## src/rtl/dbg_pwr_guard_pkg.sv

```systemverilog
package dbg_pwr_guard_pkg;

  // Strobes handed from control to datapath during an access phase.
  typedef struct packed {
    logic access;     // access phase of an APB transfer
    logic errResp;    // this access is answered with an error
    logic statusSel;  // aligned hit on the status register
    logic scratchSel; // aligned hit on a scratch register
    logic wrScratch;  // committed write into a scratch register
  } strobe_t;

  localparam int STATUS_STICKY_BIT = 0;
  localparam int STATUS_POWER_BIT  = 1;

endpackage

```

## src/rtl/dbg_pwr_ctrl.sv

```systemverilog
module dbg_pwr_ctrl
  import dbg_pwr_guard_pkg::*;
#(
  parameter int ADDR_W      = 8,
  parameter int NUM_SCRATCH = 4,
  localparam int IDX_W      = ADDR_W - 2
) (
  input  logic             clk,
  input  logic             rstN,
  input  logic             coreOn,
  input  logic             psel,
  input  logic             penable,
  input  logic             pwrite,
  input  logic [ADDR_W-1:0] paddr,
  output strobe_t          strobe,
  output logic [IDX_W-1:0] wordIdx,
  output logic             stickyQ,
  output logic             pready,
  output logic             pslverr
);

  logic accessPhase;
  logic aligned;
  logic statusHit;
  logic scratchHit;
  logic denied;
  logic clearReq;

  assign accessPhase = psel && penable;
  assign aligned     = (paddr[1:0] == 2'b00);
  assign wordIdx     = paddr[ADDR_W-1:2];
  assign statusHit   = aligned && (wordIdx == '0);
  assign scratchHit  = aligned && (wordIdx != '0) &&
                       (int'(wordIdx) <= NUM_SCRATCH);

  // Everything but the status register is guarded by power and the flag.
  assign denied      = !statusHit && (!coreOn || stickyQ);
  assign clearReq    = accessPhase && statusHit && !pwrite;

  // Sticky flag: set on any edge that sees the core off; set beats clear.
  always_ff @(posedge clk or negedge rstN) begin
    if (!rstN) begin
      stickyQ <= 1'b1;
    end else if (!coreOn) begin
      stickyQ <= 1'b1;
    end else if (clearReq) begin
      stickyQ <= 1'b0;
    end
  end

  always_comb begin
    strobe            = '0;
    strobe.access     = accessPhase;
    strobe.errResp    = accessPhase && denied;
    strobe.statusSel  = accessPhase && statusHit;
    strobe.scratchSel = accessPhase && scratchHit && !denied;
    strobe.wrScratch  = accessPhase && scratchHit && !denied && pwrite;
  end

  assign pready  = 1'b1;
  assign pslverr = strobe.errResp;

  a_r3_off_errors: assert property (@(posedge clk) disable iff (!rstN)
    (psel && penable && !coreOn && (paddr != '0)) |-> pslverr);

  a_r4_low_sets_sticky: assert property (@(posedge clk) disable iff (!rstN)
    !coreOn |=> stickyQ);

  a_r5_sticky_errors: assert property (@(posedge clk) disable iff (!rstN)
    (stickyQ && psel && penable && (paddr != '0)) |-> pslverr);

  a_r6_status_clean: assert property (@(posedge clk) disable iff (!rstN)
    (psel && penable && (paddr == '0)) |-> !pslverr);

  a_r7_read_clears: assert property (@(posedge clk) disable iff (!rstN)
    (psel && penable && !pwrite && (paddr == '0) && coreOn) |=> !stickyQ);

  a_r2_one_phase: assert property (@(posedge clk) disable iff (!rstN)
    (psel && penable) |-> pready);

endmodule

```

## src/rtl/dbg_pwr_dpath.sv

```systemverilog
module dbg_pwr_dpath
  import dbg_pwr_guard_pkg::*;
#(
  parameter int ADDR_W      = 8,
  parameter int DATA_W      = 32,
  parameter int NUM_SCRATCH = 4,
  localparam int IDX_W      = ADDR_W - 2
) (
  input  logic             clk,
  input  logic             rstN,
  input  strobe_t          strobe,
  input  logic [IDX_W-1:0] wordIdx,
  input  logic [DATA_W-1:0] pwdata,
  input  logic             stickyQ,
  input  logic             coreOn,
  output logic [DATA_W-1:0] prdata
);

  logic [NUM_SCRATCH-1:0][DATA_W-1:0] scratchQ;
  logic [DATA_W-1:0] statusWord;
  logic [DATA_W-1:0] scratchWord;

  for (genvar gi = 0; gi < NUM_SCRATCH; gi++) begin : g_scratch
    logic selThis;
    assign selThis = strobe.wrScratch && (int'(wordIdx) == gi + 1);
    always_ff @(posedge clk or negedge rstN) begin
      if (!rstN) begin
        scratchQ[gi] <= '0;
      end else if (selThis) begin
        scratchQ[gi] <= pwdata;
      end
    end
  end

  always_comb begin
    statusWord = '0;
    statusWord[STATUS_STICKY_BIT] = stickyQ;
    statusWord[STATUS_POWER_BIT]  = coreOn;
  end

  always_comb begin
    scratchWord = '0;
    for (int i = 0; i < NUM_SCRATCH; i++) begin
      if (int'(wordIdx) == i + 1) scratchWord = scratchQ[i];
    end
  end

  always_comb begin
    prdata = '0;
    if (strobe.access && !strobe.errResp) begin
      if (strobe.statusSel)       prdata = statusWord;
      else if (strobe.scratchSel) prdata = scratchWord;
    end
  end

  a_r8_zero_on_error: assert property (@(posedge clk) disable iff (!rstN)
    strobe.errResp |-> (prdata == '0));

  a_r8_no_write_on_error: assert property (@(posedge clk) disable iff (!rstN)
    (strobe.errResp && !strobe.wrScratch) |=> $stable(scratchQ));

  a_r10_status_write_inert: assert property (@(posedge clk) disable iff (!rstN)
    (strobe.statusSel && !strobe.wrScratch) |=> $stable(scratchQ));

endmodule

```

## src/rtl/dbg_pwr_guard.sv

```systemverilog
module dbg_pwr_guard
  import dbg_pwr_guard_pkg::*;
#(
  parameter int ADDR_W      = 8,
  parameter int DATA_W      = 32,
  parameter int NUM_SCRATCH = 4
) (
  input  logic              clk,
  input  logic              rstN,
  input  logic              coreOn,
  input  logic              psel,
  input  logic              penable,
  input  logic              pwrite,
  input  logic [ADDR_W-1:0] paddr,
  input  logic [DATA_W-1:0] pwdata,
  output logic [DATA_W-1:0] prdata,
  output logic              pready,
  output logic              pslverr
);

  localparam int IDX_W = ADDR_W - 2;

  strobe_t          strobe;
  logic [IDX_W-1:0] wordIdx;
  logic             stickyQ;

  dbg_pwr_ctrl #(
    .ADDR_W      (ADDR_W),
    .NUM_SCRATCH (NUM_SCRATCH)
  ) ctrl_i (
    .clk     (clk),
    .rstN    (rstN),
    .coreOn  (coreOn),
    .psel    (psel),
    .penable (penable),
    .pwrite  (pwrite),
    .paddr   (paddr),
    .strobe  (strobe),
    .wordIdx (wordIdx),
    .stickyQ (stickyQ),
    .pready  (pready),
    .pslverr (pslverr)
  );

  dbg_pwr_dpath #(
    .ADDR_W      (ADDR_W),
    .DATA_W      (DATA_W),
    .NUM_SCRATCH (NUM_SCRATCH)
  ) dpath_i (
    .clk     (clk),
    .rstN    (rstN),
    .strobe  (strobe),
    .wordIdx (wordIdx),
    .pwdata  (pwdata),
    .stickyQ (stickyQ),
    .coreOn  (coreOn),
    .prdata  (prdata)
  );

endmodule

```

## config.mk

```make
export PLATFORM = sky130hd
export DESIGN_NAME = dbg_pwr_guard
export DESIGN_NICKNAME = d
export VERILOG_FILES = /design/src/rtl/dbg_pwr_guard_pkg.sv /design/src/rtl/dbg_pwr_ctrl.sv /design/src/rtl/dbg_pwr_dpath.sv /design/src/rtl/dbg_pwr_guard.sv
export SDC_FILE = /design/constraint.sdc
export NUM_CORES = 1
export LEC_CHECK = 0
export BUFFER_PORTS_ARGS = -buffer_cell sky130_fd_sc_hd__clkbuf_2
export CAP_MARGIN = 20
export CORE_ASPECT_RATIO = 0.75
export CORE_UTILIZATION = 41
export CTS_CLUSTER_SIZE = 20
export DETAILED_ROUTE_END_ITERATION = 12
export HOLD_SLACK_MARGIN = 0.05
export PLACE_DENSITY = 0.71
export SETUP_SLACK_MARGIN = 0.2
export SLEW_MARGIN = 20
export SYNTH_ARGS = -nofsm -noshare
export SYNTH_HDL_FRONTEND = slang
export SYNTH_HIERARCHICAL = 1
export SYNTH_SLANG_ARGS = --single-unit
export TNS_END_PERCENT = 1
```

## constraint.sdc

```tcl
create_clock -name clk -period 6.28 [get_ports clk]
set_input_delay 0.942 -clock clk [delete_from_list [all_inputs] [get_ports clk]]
set_output_delay 0.942 -clock clk [all_outputs]
set_load 0.02 [all_outputs]
```

# Word level (Yosys, flattened, before mapping)
# Index checks and enable logic that the tools add are counted.
[classes]
order_cmp = 1
n_eq_ne = 5
n_mux = 9
reduce_logical = 25
[op_table]
columns = ["op", "n"]
rows = [
  ["$mux W32", 7],
  ["$logic_and A1 B1 Y1", 16],
  ["$eq A6 B3 Y1 const B", 2],
  ["$eq A6 B2 Y1 const B", 1],
  ["$eq A6 B4 Y1 const B", 1],
  ["$le A6 B3 Y1 const B", 1],
  ["$logic_not A6 Y1", 1],
  ["$reduce_bool A6 Y1", 1],
  ["$logic_not A1 Y1", 5],
  ["$logic_not A2 Y1", 1],
  ["$mux W1", 2],
  ["$ne A2 B1 Y1 const B", 1],
  ["$logic_or A1 B1 Y1", 1],
]
[word_totals]
regBits = 129
input_bits = 46
output_inout_bits = 34

# Depth between registers and ports, before layout
# Gate-level depths: netlist (run 1).
[logic_depth]
word_depth = 9
mapped_depth = 9
mapped_depth_nobuf = 6

# Hierarchy
# The synthesis (run 1) kept the hierarchy.
[by_module_without_submodules]
columns = ["module", "n_inst", "cells_per_inst", "area_each_um2", "seq_area_each_um2"]
rows = [
  ["dbg_pwr_dpath", 1, 491, 6022.0, 3203.1],
  ["dbg_pwr_ctrl", 1, 28, 190.2, 26.3],
]

# Worst setup path after synthesis (run 1)
# Ideal clock, no wire load.
[synth_timing]
path_kind = "input to output"
startpoint = "in paddr[3]"
endpoint = "out prdata[11]"
arrival_time_ns = 3.089
required_ns = 5.338
setup_slack_ns = 2.249
stages = 9
cell_sequence = "or3_1 nor4_1 nor3_1 buf_4 nor4bb_1 clkbuf_1 clkbuf_1 o31ai_1 a21oi_1"
[synth_via]
word_cells_on_any_way = 26
classes_between = "order compare (1); eq/ne (4); mux (7); reduce/logical (14)"
[synth_lines]
columns = ["item", "line_no", "text"]
rows = [
  ["start, declared", "dbg_pwr_guard.sv:14", "input logic [ADDR_W-1:0] paddr,"],
  ["$logic_not A6 Y1", "dbg_pwr_ctrl.sv:32", "assign statusHit = aligned && (wordIdx == '0);"],
  ["$logic_and A1 B1 Y1", "dbg_pwr_ctrl.sv:32", ""],
  ["$logic_not A1 Y1", "dbg_pwr_ctrl.sv:37", "assign denied = !statusHit && (!coreOn || stickyQ);"],
  ["$logic_and A1 B1 Y1", "dbg_pwr_ctrl.sv:37", ""],
  ["$logic_and A1 B1 Y1", "dbg_pwr_ctrl.sv:54", "strobe.errResp = accessPhase && denied;"],
  ["net pslverr", "dbg_pwr_guard.sv:18", "output logic pslverr"],
  ["$logic_not A1 Y1", "dbg_pwr_dpath.sv:50", "if (strobe.access && !strobe.errResp) begin"],
  ["$logic_and A1 B1 Y1", "dbg_pwr_dpath.sv:50", ""],
  ["$mux W32", "dbg_pwr_dpath.sv:50", ""],
  ["end, declared", "dbg_pwr_guard.sv:16", "output logic [DATA_W-1:0] prdata,"],
]
# The timed path passes the listed nets, and every way through them passes these cells.

==> results of run 1 <==
==> cell type report <==
type	count	share of cell area, %
Clock inverter	12	1.82
Clock buffer	20	6.26
Multi-Input combinational cell	337	37.8
Tap cell	200	3.43
Inverter	3	0.154
Sequential cell	129	44.3
Timing Repair Buffer	86	6.26
==> cells in the mapped netlist (2+ instances only) <==
master,instances
o221a_2,7
clkbuf_1,19
a21oi_1,29
dfrtp_1,128
buf_4,9
nand3_1,26
mux2_1,2
a211o_1,3
buf_1,4
o211ai_1,2
or3_1,2
nor3_1,4
nand4_1,3
a22oi_1,2
mux2i_1,3
and3_1,7
nor2b_1,2
nand2_1,33
nand4b_1,3
a21boi_1,3
o31ai_1,19
buf_6,2
inv_1,3
o21ai_0,28
nor2_1,2
a21o_1,20
buf_2,16
mux2_2,128
==> sequential cells by signal (all words and copies together), names as in the netlist <==
name              cells
dpath_i/scratchQ    128
ctrl_i/stickyQ        1
==> stage by stage <==
stage	utilization (%)	worst slack (ps)	instances	power, W
after floorplan	-	2250	519	0.000881
after global placement	45.7	2090	755	0.000926
after detailed placement	45.8	1990	755	0.000929
after CTS	49.8	2060	787	0.00190
after global routing	49.8	1900	787	0.00196
final	49.8	2050	787	0.00189
==> cell usage in the layout (no fill, tap or decap), types with 2 or more instances in the layout <==
| cell type | instances |
|---|---|
| clkbuf_8 | 2 |
| nand4b_1 | 3 |
| clkbuf_16 | 17 |
| and3_1 | 7 |
| nand3_1 | 24 |
| mux2_1 | 2 |
| nand4_1 | 3 |
| o211ai_1 | 2 |
| o221a_2 | 7 |
| nand2_1 | 33 |
| nor2b_1 | 2 |
| a22oi_1 | 2 |
| a21o_1 | 20 |
| buf_4 | 8 |
| bufinv_16 | 2 |
| inv_1 | 3 |
| clkinv_2 | 3 |
| a21oi_1 | 29 |
| clkbuf_2 | 77 |
| nand3_2 | 2 |
| a21boi_1 | 3 |
| nor3_1 | 3 |
| clkinv_4 | 3 |
| dfrtp_1 | 128 |
| nor2_1 | 2 |
| mux2i_1 | 3 |
| clkinvlp_4 | 3 |
| o31ai_1 | 19 |
| o21ai_0 | 28 |
| or3_1 | 2 |
| mux2_2 | 128 |
| a211o_1 | 3 |
==> layer usage <==
metal / GRT usage (%) / wire length, um / vias up
li1: - / - / 2011
met4: 7.89 / 199 / 0
met5: 0 / 0 / -
met1: 27.2 / 6710 / 2334
met3: 4.30 / 855 / 14
met2: 33.5 / 7320 / 139
==> cells by family (layout without fill, tap and decap cells) <==
kind of cell | count (synthesis) | count (layout) | synth area share [%]
buffers and inverters | 53 | 121 | 4.31
flip-flops | 129 | 129 | 52.0
AND/OR/NAND/NOR | 88 | 88 | 7.47
other | 1 | 1 | 0.0604
multiplexers | 133 | 133 | 24.0
AO/OA/AOI/OAI | 115 | 115 | 12.1
==> worst reg2reg max path, stage by stage, from the launching register on <==
cell,delay [ps]
dfstp_2,370
nor2b_1,140
nand3_1,120
nor3_1,430
nand4b_1,890
buf_4,550
mux2_2,320
==> final timing paths <==
path	to	slack, ps	cells after the start
min	dpath_i/scratchQ[102]	500	1
max in group asynchronous	dpath_i/scratchQ[75]	4550	2
min in group asynchronous	dpath_i/scratchQ[67]	550	1
min reg2reg	dpath_i/scratchQ[102]	500	1
max	prdata[31]	2050	9
max reg2reg	dpath_i/scratchQ[33]	3340	6
==> power breakdown <==
| group | internal, W | switching (W) | leakage (nW) |
|---|---|---|---|
| Clock | 0.000606 | 0.000369 | 0.282 |
| Sequential | 0.000832 | 0.0000000159 | 1.80 |
| Combinational | 0.0000208 | 0.0000624 | 1.42 |
| Total | 0.00146 | 0.000432 | 3.50 |
==> metrics.cfg, run 1 <==
[global_route]
track_usage_pct=20.7
antenna_found_initial=0
first_global_vias=4590
grt_pass1_wl_um=24100
grt-ovfl-total=0
grt_max_degree=81

[logic_synthesis]
synth-main-ff-cell=dfrtp_1
synth_edf_count=0
synth_cells=519
ys_ff_latch=129
synth_seq_area_share_pct=52.0
ys_top_cells_by_area=dfrtp_1, mux2_2, a21o_1
ys.warnings.count=6
avgSynthCellArea_um2=12.0
synth_top_area_cell=dfrtp_1
synth_async_sr_flop_share_pct=100
synth_cell_types=38
syn-num-nets=565
yosys.area.top_type_share_pct=51.6
synth_area_um2=6210

[floorplanning]
fp.dieH_um=109
initial_core_util_pct=42.4
core_um2=14600
die_w_um=144
ios=80
rows=38
die_area_um2=15700

[power]
p_leak_nw=3.50
powerDensity_nw_per_um2=259
peakVddDrop_mv=0.155

[timing]
hold_slack_ps=496
hold_viol=0
tns_ps=0
tightest_slew_ps=1090
fin_crit_ps=4230
finalSetupViolCount=0
fin_crit_sh_pct=67.3
slew_viol_final=0
fmax_mhz=237
fin_skew_ps=5.67
slew-limit-headroom_pct=27.4
rsz0062_at_grt=no

[place]
gp_congestion=0.780
placed_cell_area_um2=6700
portBuffers=78
dp_hpwl_um=8920

[outcome]
outcome=finished clean

[worst_setup_path]
worstSetupPathType=input pin to output pin
path_max_fanout=33
regToRegStartpoint=ctrl_i/stickyQ
critPathBufInv=3
start_kind=input pin
path_common_cell=clkbuf_2
end_kind=output pin
cp_top_family=simple AND/OR/NAND/NOR gates
cp.required_ps=5340
startpoint=paddr[5]
arrival_ps=3290
crit_chain=clkbuf_2, or3_1, or4_4, nor2_1, nor4bb_4, buf_4, o31ai_1, a21oi_1, clkbuf_2
cp_slowest_cell=or4_4
cp_slowest_stage_delay_ps=450

[drt]
via_per_inst=5.72
routed_wl_um=15100
wl_per_cell_um=19.2
dr.first_iter.drc_count=201
drtAntennaViolNets=0
drc_errors=0
vias=4498
dr.pass1.iters=5

[finish]
nFillCells=1294
multi_input_area_um2=2760
diodes=0
nets=620
fin_area_um2=7300
drive_gt1_share_pct=44.5
syn_to_final_growth_pct=17.4
register_area_um2=3230

[worst_hold_path]
hold_start=dpath_i/scratchQ[102]
hold_class=flop to flop

[clock_network]
ctsResizeCount=0
cts_root_buffer=clkbuf_16
clock_latency_ps=410
htree_levels=4
cts_tree=yes
cts_buffers=17
cts_setup_buffers=0
clockBufferDepth=2
cts_hold_buf=0
clkSinkCount=129
path_clk_slew_ps=50

[run]
cap_violations=0

No activity file was read; power rests on OpenSTA's default activity.
==> run 2, diff against run 1 <==
- clock period: 6.28 -> 4.3 ns (I/O delays scaled with it)
==> metrics.cfg, run 2 (synthesized netlist as in run 1, its figures left out) <==
[outcome]
outcome=finished clean  ; unchanged

[clock_network]
cts_setup_buffers=0  ; unchanged
cts_tree=yes  ; unchanged
ctsResizeCount=0  ; unchanged
cts_buffers=17  ; unchanged
clkSinkCount=129  ; unchanged
cts_root_buffer=clkbuf_16  ; unchanged
clockBufferDepth=2  ; unchanged
clock_latency_ps=410  ; about the same
path_clk_slew_ps=60  ; was 50 ps
cts_hold_buf=0  ; unchanged
htree_levels=4  ; unchanged

[floorplanning]
rows=38  ; unchanged
die_w_um=144  ; unchanged
ios=80  ; unchanged
initial_core_util_pct=42.4  ; unchanged
die_area_um2=15700  ; unchanged
fp.dieH_um=109  ; unchanged
core_um2=14600  ; unchanged

[finish]
final_cell_mix=mux2_2, dfrtp_1, clkbuf_2  ; unchanged
nets=626  ; was 620
top_regs=dpath_i/scratchQ (128), ctrl_i/stickyQ (1)  ; unchanged
diodes=0  ; unchanged
fin_util_pct=50.7  ; was 49.8%
regMostFlops=dpath_i/scratchQ  ; unchanged
drive_gt1_share_pct=45.2  ; was 44.5%
largest_register_ffs=128  ; unchanged
syn_to_final_growth_pct=19.6  ; was 17.4%

[worst_setup_path]
worstSetupPathType=input pin to output pin  ; unchanged
start_kind=input pin  ; unchanged
end_kind=output pin  ; unchanged
path_max_fanout=33  ; unchanged
cp_slowest_stage_delay_ps=500  ; was 450 ps
cp_top_family=simple AND/OR/NAND/NOR gates  ; unchanged
reg2reg_slack_ps=1820  ; was 3340 ps
crit_chain=clkbuf_2, or3_1, nor4_1, nor3_1, nor4bb_4, buf_4, nand2_1, o211ai_1, clkbuf_2  ; was clkbuf_2, or3_1, or4_4, nor2_1, nor4bb_4, buf_4, o31ai_1, a21oi_1, clkbuf_2
path_common_cell=clkbuf_2  ; unchanged
arrival_ps=3170  ; was 3290 ps
critPathBufInv=3  ; unchanged
cp.required_ps=3650  ; was 5340 ps
cp_slowest_cell=or3_1  ; was or4_4

[power]
p_seq_share_pct=40.6  ; was 44.0%
pwr-share-clk_pct=55.3  ; was 51.6%
p_int_w=0.00236  ; was 0.00146 W
powerDensity_nw_per_um2=403  ; was 259 nW/um^2
pwr-share-comb_pct=4.1  ; was 4.4%
p_sw_w=0.000631  ; was 0.000432 W
swShare_pct=21.1  ; was 22.8%
peakVddDrop_mv=0.268  ; was 0.155 mV
p_leak_nw=3.56  ; was 3.50 nW

[global_route]
first_global_vias=4583  ; was 4,590
globalRouteMet1Util_pct=27.4  ; was 27.2%
use_met3_pct=4.43  ; was 4.30%
grt_max_degree=66  ; was 81
grt_pass1_wl_um=23900  ; was 24,100 um
grtUsageMet2_pct=33.1  ; was 33.5%
grt_busiest_layer=met2  ; unchanged
antenna_found_initial=0  ; unchanged
grt-ovfl-total=0  ; unchanged
track_usage_pct=20.5  ; was 20.7%

[drt]
dr.first_iter.drc_count=281  ; was 201
via_per_inst=5.58  ; was 5.72
drtAntennaViolNets=0  ; unchanged
drc_errors=0  ; unchanged
routed_wl_um=15000  ; was 15,100 um
dr.pass1.iters=4  ; was 5
wl_per_cell_um=18.9  ; was 19.2 um
vias=4425  ; was 4,498

[timing]
fmax_mhz=262
fin_crit_ps=3810
tns_ps=0  ; unchanged
slew_viol_final=0  ; unchanged
hold_slack_ps=325  ; was 496 ps
hold_viol=0  ; unchanged
rsz0062_at_grt=no  ; unchanged
tightest_slew_ps=1110  ; was 1090 ps
fin_crit_sh_pct=88.7
fin_skew_ps=8.05  ; was 5.67 ps
slew-limit-headroom_pct=26.3  ; was 27.4%
finalSetupViolCount=0  ; unchanged

[place]
dp_hpwl_um=9200  ; was 8920 um
portBuffers=78  ; unchanged
gp_congestion=0.770  ; was 0.780

[worst_hold_path]
hold_class=input pin to async pin  ; was flop to flop

[run]
cap_violations=0  ; unchanged

==> run 2: changes by cell type in the layout (fill, tap and decap cells not counted), sizes merged <==
cell	before	now
buf	9	15
inv	4	3
clkbuf	97	96
clkinv	6	3
bufinv	2	6
clkinvlp	3	4
==> run 2: power groups by stage <==
stage | logic (W) | registers [W] | clock network [W]
after floorplan | 0.0000505 | 0.00124 | 0
after global placement | 0.000117 | 0.00124 | 0
after detailed placement | 0.000123 | 0.00124 | 0
after CTS | 0.000124 | 0.00121 | 0.00168
after global routing | 0.000136 | 0.00121 | 0.00174
final | 0.000122 | 0.00121 | 0.00166
==> run 2: cell type report <==
class	instances	area [um^2]
clock buffer	19	453
clock inverter	13	233
fill	1292	7220
sequential	129	3230
inverter	3	11.3
multi-input combinational	337	2750
tap	200	250
timing repair buffer	92	498
==> run 2: path summary, 6_finish.rpt <==
kind | startpoint | end | cells past startpoint
setup reg to reg | ctrl_i/stickyQ | dpath_i/scratchQ[39] | 6
hold / removal | rstN | dpath_i/scratchQ[67] | 1
max in group asynchronous | rstN | dpath_i/scratchQ[79] | 2
min in group clk | dpath_i/scratchQ[101] | dpath_i/scratchQ[101] | 1
setup / recovery | paddr[2] | prdata[0] | 9
hold reg to reg | dpath_i/scratchQ[101] | dpath_i/scratchQ[101] | 1
==> run 2: routing by layer <==
layer  vias to the layer above  wire [um]
met1                      2261       6920
met3                        19        747
met2                       133       7160
li1                       2012          -
met4                         0        187
met5                         -          0
==> run 2: per-stage QoR <==
| step | cell area [um^2] | setup WS (ps) | instances | total power, W |
|---|---|---|---|---|
| after global placement | 6740 | 669 | 761 | 0.00135 |
| after CTS | 7430 | 469 | 793 | 0.00302 |
| after detailed placement | 6740 | 470 | 761 | 0.00136 |
| after floorplan | 6210 | 863 | 519 | 0.00129 |
| final | 7430 | 486 | 793 | 0.00299 |
| after global routing | 7430 | 342 | 793 | 0.00309 |
==> run 3, diff against run 2 <==
==> constraint.sdc (replaced) <==
create_clock -name clk -period 4.3 [get_ports clk]
set_input_delay 0.43 -clock clk [delete_from_list [all_inputs] [get_ports clk]]
set_output_delay 0.43 -clock clk [all_outputs]
set_load 0.02 [all_outputs]
==> metrics.cfg, run 3 (synthesized netlist as in run 1, its figures left out) <==
[floorplanning]
initial_core_util_pct=42.4  ; unchanged
rows=38  ; unchanged
ios=80  ; unchanged
core_um2=14600  ; unchanged
fp.dieH_um=109  ; unchanged
die_area_um2=15700  ; unchanged
die_w_um=144  ; unchanged

[worst_setup_path]
path_max_fanout=33  ; unchanged
cp.required_ps=3870  ; was 3650 ps
arrival_ps=2920  ; was 3170 ps
cp_slowest_cell=or3_1  ; unchanged
startpoint=paddr[3]  ; was paddr[2]
critPathBufInv=3  ; unchanged
path_common_cell=clkbuf_2  ; unchanged
worstSetupPathType=input pin to output pin  ; unchanged
regToRegStartpoint=ctrl_i/stickyQ  ; unchanged
crit_chain=clkbuf_2, or3_1, nor4_1, nor3_1, nor4bb_4, buf_4, nand2_1, o211ai_1, clkbuf_2  ; unchanged
end_kind=output pin  ; unchanged
start_kind=input pin  ; unchanged
cp_slowest_stage_delay_ps=510  ; was 500 ps
cp_top_family=simple AND/OR/NAND/NOR gates  ; unchanged

[global_route]
antenna_found_initial=0  ; unchanged
grt-ovfl-total=0  ; unchanged
grt_max_degree=53  ; was 66
track_usage_pct=20.9  ; was 20.5%
grt_pass1_wl_um=24700  ; was 23,900 um
first_global_vias=4698  ; was 4,583

[clock_network]
clockBufferDepth=2  ; unchanged
cts_hold_buf=0  ; unchanged
path_clk_slew_ps=50  ; was 60 ps
cts_tree=yes  ; unchanged
cts_setup_buffers=0  ; unchanged
cts_buffers=17  ; unchanged
clock_latency_ps=400  ; was 410 ps
cts_root_buffer=clkbuf_16  ; unchanged
htree_levels=4  ; unchanged
clkSinkCount=129  ; unchanged
ctsResizeCount=0  ; unchanged

[power]
peakVddDrop_mv=0.312  ; was 0.268 mV
power_w=0.00277  ; was 0.00299 W
p_leak_nw=3.54  ; was 3.56 nW
powerDensity_nw_per_um2=377  ; was 403 nW/um^2

[timing]
slew-limit-headroom_pct=37.3  ; was 26.3%
tightest_slew_ps=938  ; was 1110 ps
tns_ps=0  ; unchanged
slew_viol_final=0  ; unchanged
fin_crit_sh_pct=78.0  ; was 88.7%
fin_skew_ps=5.37  ; was 8.05 ps
fin_crit_ps=3350  ; was 3810 ps
rsz0062_at_grt=no  ; unchanged
hold_viol=0  ; unchanged
fmax_mhz=298  ; was 262 MHz
finalSetupViolCount=0  ; unchanged

[finish]
largest_register_ffs=128  ; unchanged
nFillCells=1307  ; was 1,292
final_cell_mix=mux2_2, dfrtp_1, clkbuf_2  ; unchanged
nets=624  ; was 626
drive_gt1_share_pct=44.1  ; was 45.2%
stdcell_count=789  ; was 793
top_regs=dpath_i/scratchQ (128), ctrl_i/stickyQ (1)  ; unchanged
fin_area_um2=7340  ; was 7430 um^2
syn_to_final_growth_pct=18.1  ; was 19.6%
diodes=0  ; unchanged
regMostFlops=dpath_i/scratchQ  ; unchanged

[worst_hold_path]
hold_class=input pin to async pin  ; unchanged

[drt]
vias=4418  ; was 4,425
dr.pass1.iters=5  ; was 4
drtAntennaViolNets=0  ; unchanged
routed_wl_um=15100  ; was 15,000 um
via_per_inst=5.60  ; was 5.58
wl_per_cell_um=19.1  ; was 18.9 um
drc_errors=0  ; unchanged
dr.first_iter.drc_count=287  ; was 281

[run]
cap_violations=0  ; unchanged

[place]
placed_cell_area_um2=6730  ; was 6740 um^2
portBuffers=78  ; unchanged
dp_hpwl_um=9250  ; was 9200 um
gp_congestion=0.818  ; was 0.770
dp_cells=758  ; was 761

[outcome]
outcome=finished clean  ; unchanged

run 3: changes by cell type in the layout (fill, tap and decap cells not counted), sizes merged:
cell and delta:
buf -2, clkbuf +5, bufinv -3, clkinvlp -4
run 3: report_power, final:
part	internal, W	switching (W)
sequential	0.00122	0.0000000239
clock	0.000949	0.000481
combinational	0.0000311	0.0000909
run 3: worst paths after layout:
check	endpoint	slack, ps	cells past startpoint
max	prdata[0]	950	9
max reg2reg	dpath_i/scratchQ[119]	1770	6
min in group clk	dpath_i/scratchQ[101]	310	2
min reg2reg	dpath_i/scratchQ[108]	490	1
max in group asynchronous	dpath_i/scratchQ[50]	3200	2
min	dpath_i/scratchQ[97]	70	1
run 3: layer usage:
layer	routed length [um]	GRT usage [%]	up-vias
li1	-	-	2019
met1	7220	27.9	2299
met2	7280	34.5	94
met3	537	4.07	6
met4	76	5.71	0
met5	0	0	-
run 3: stage by stage:
stage               hold slack (ps)  setup slack [ps]  util (%)
floorplan                       134              1290         -
global placement                473              1090      46.0
detailed placement              484               982      46.0
CTS                            71.5               984      50.0
global route                    105               764      50.1
finish                         65.6               945      50.1
run 3: cell type report:
cell class / count / area [um^2] / area share, %
Clock buffer: 24 / 482 / 6.56
Tap cell: 200 / 250 / 3.41
Multi-Input combinational cell: 337 / 2750 / 37.5
Inverter: 3 / 11.3 / 0.153
Sequential cell: 129 / 3230 / 44.0
Timing Repair Buffer: 90 / 508 / 6.92
Clock inverter: 6 / 105 / 1.43
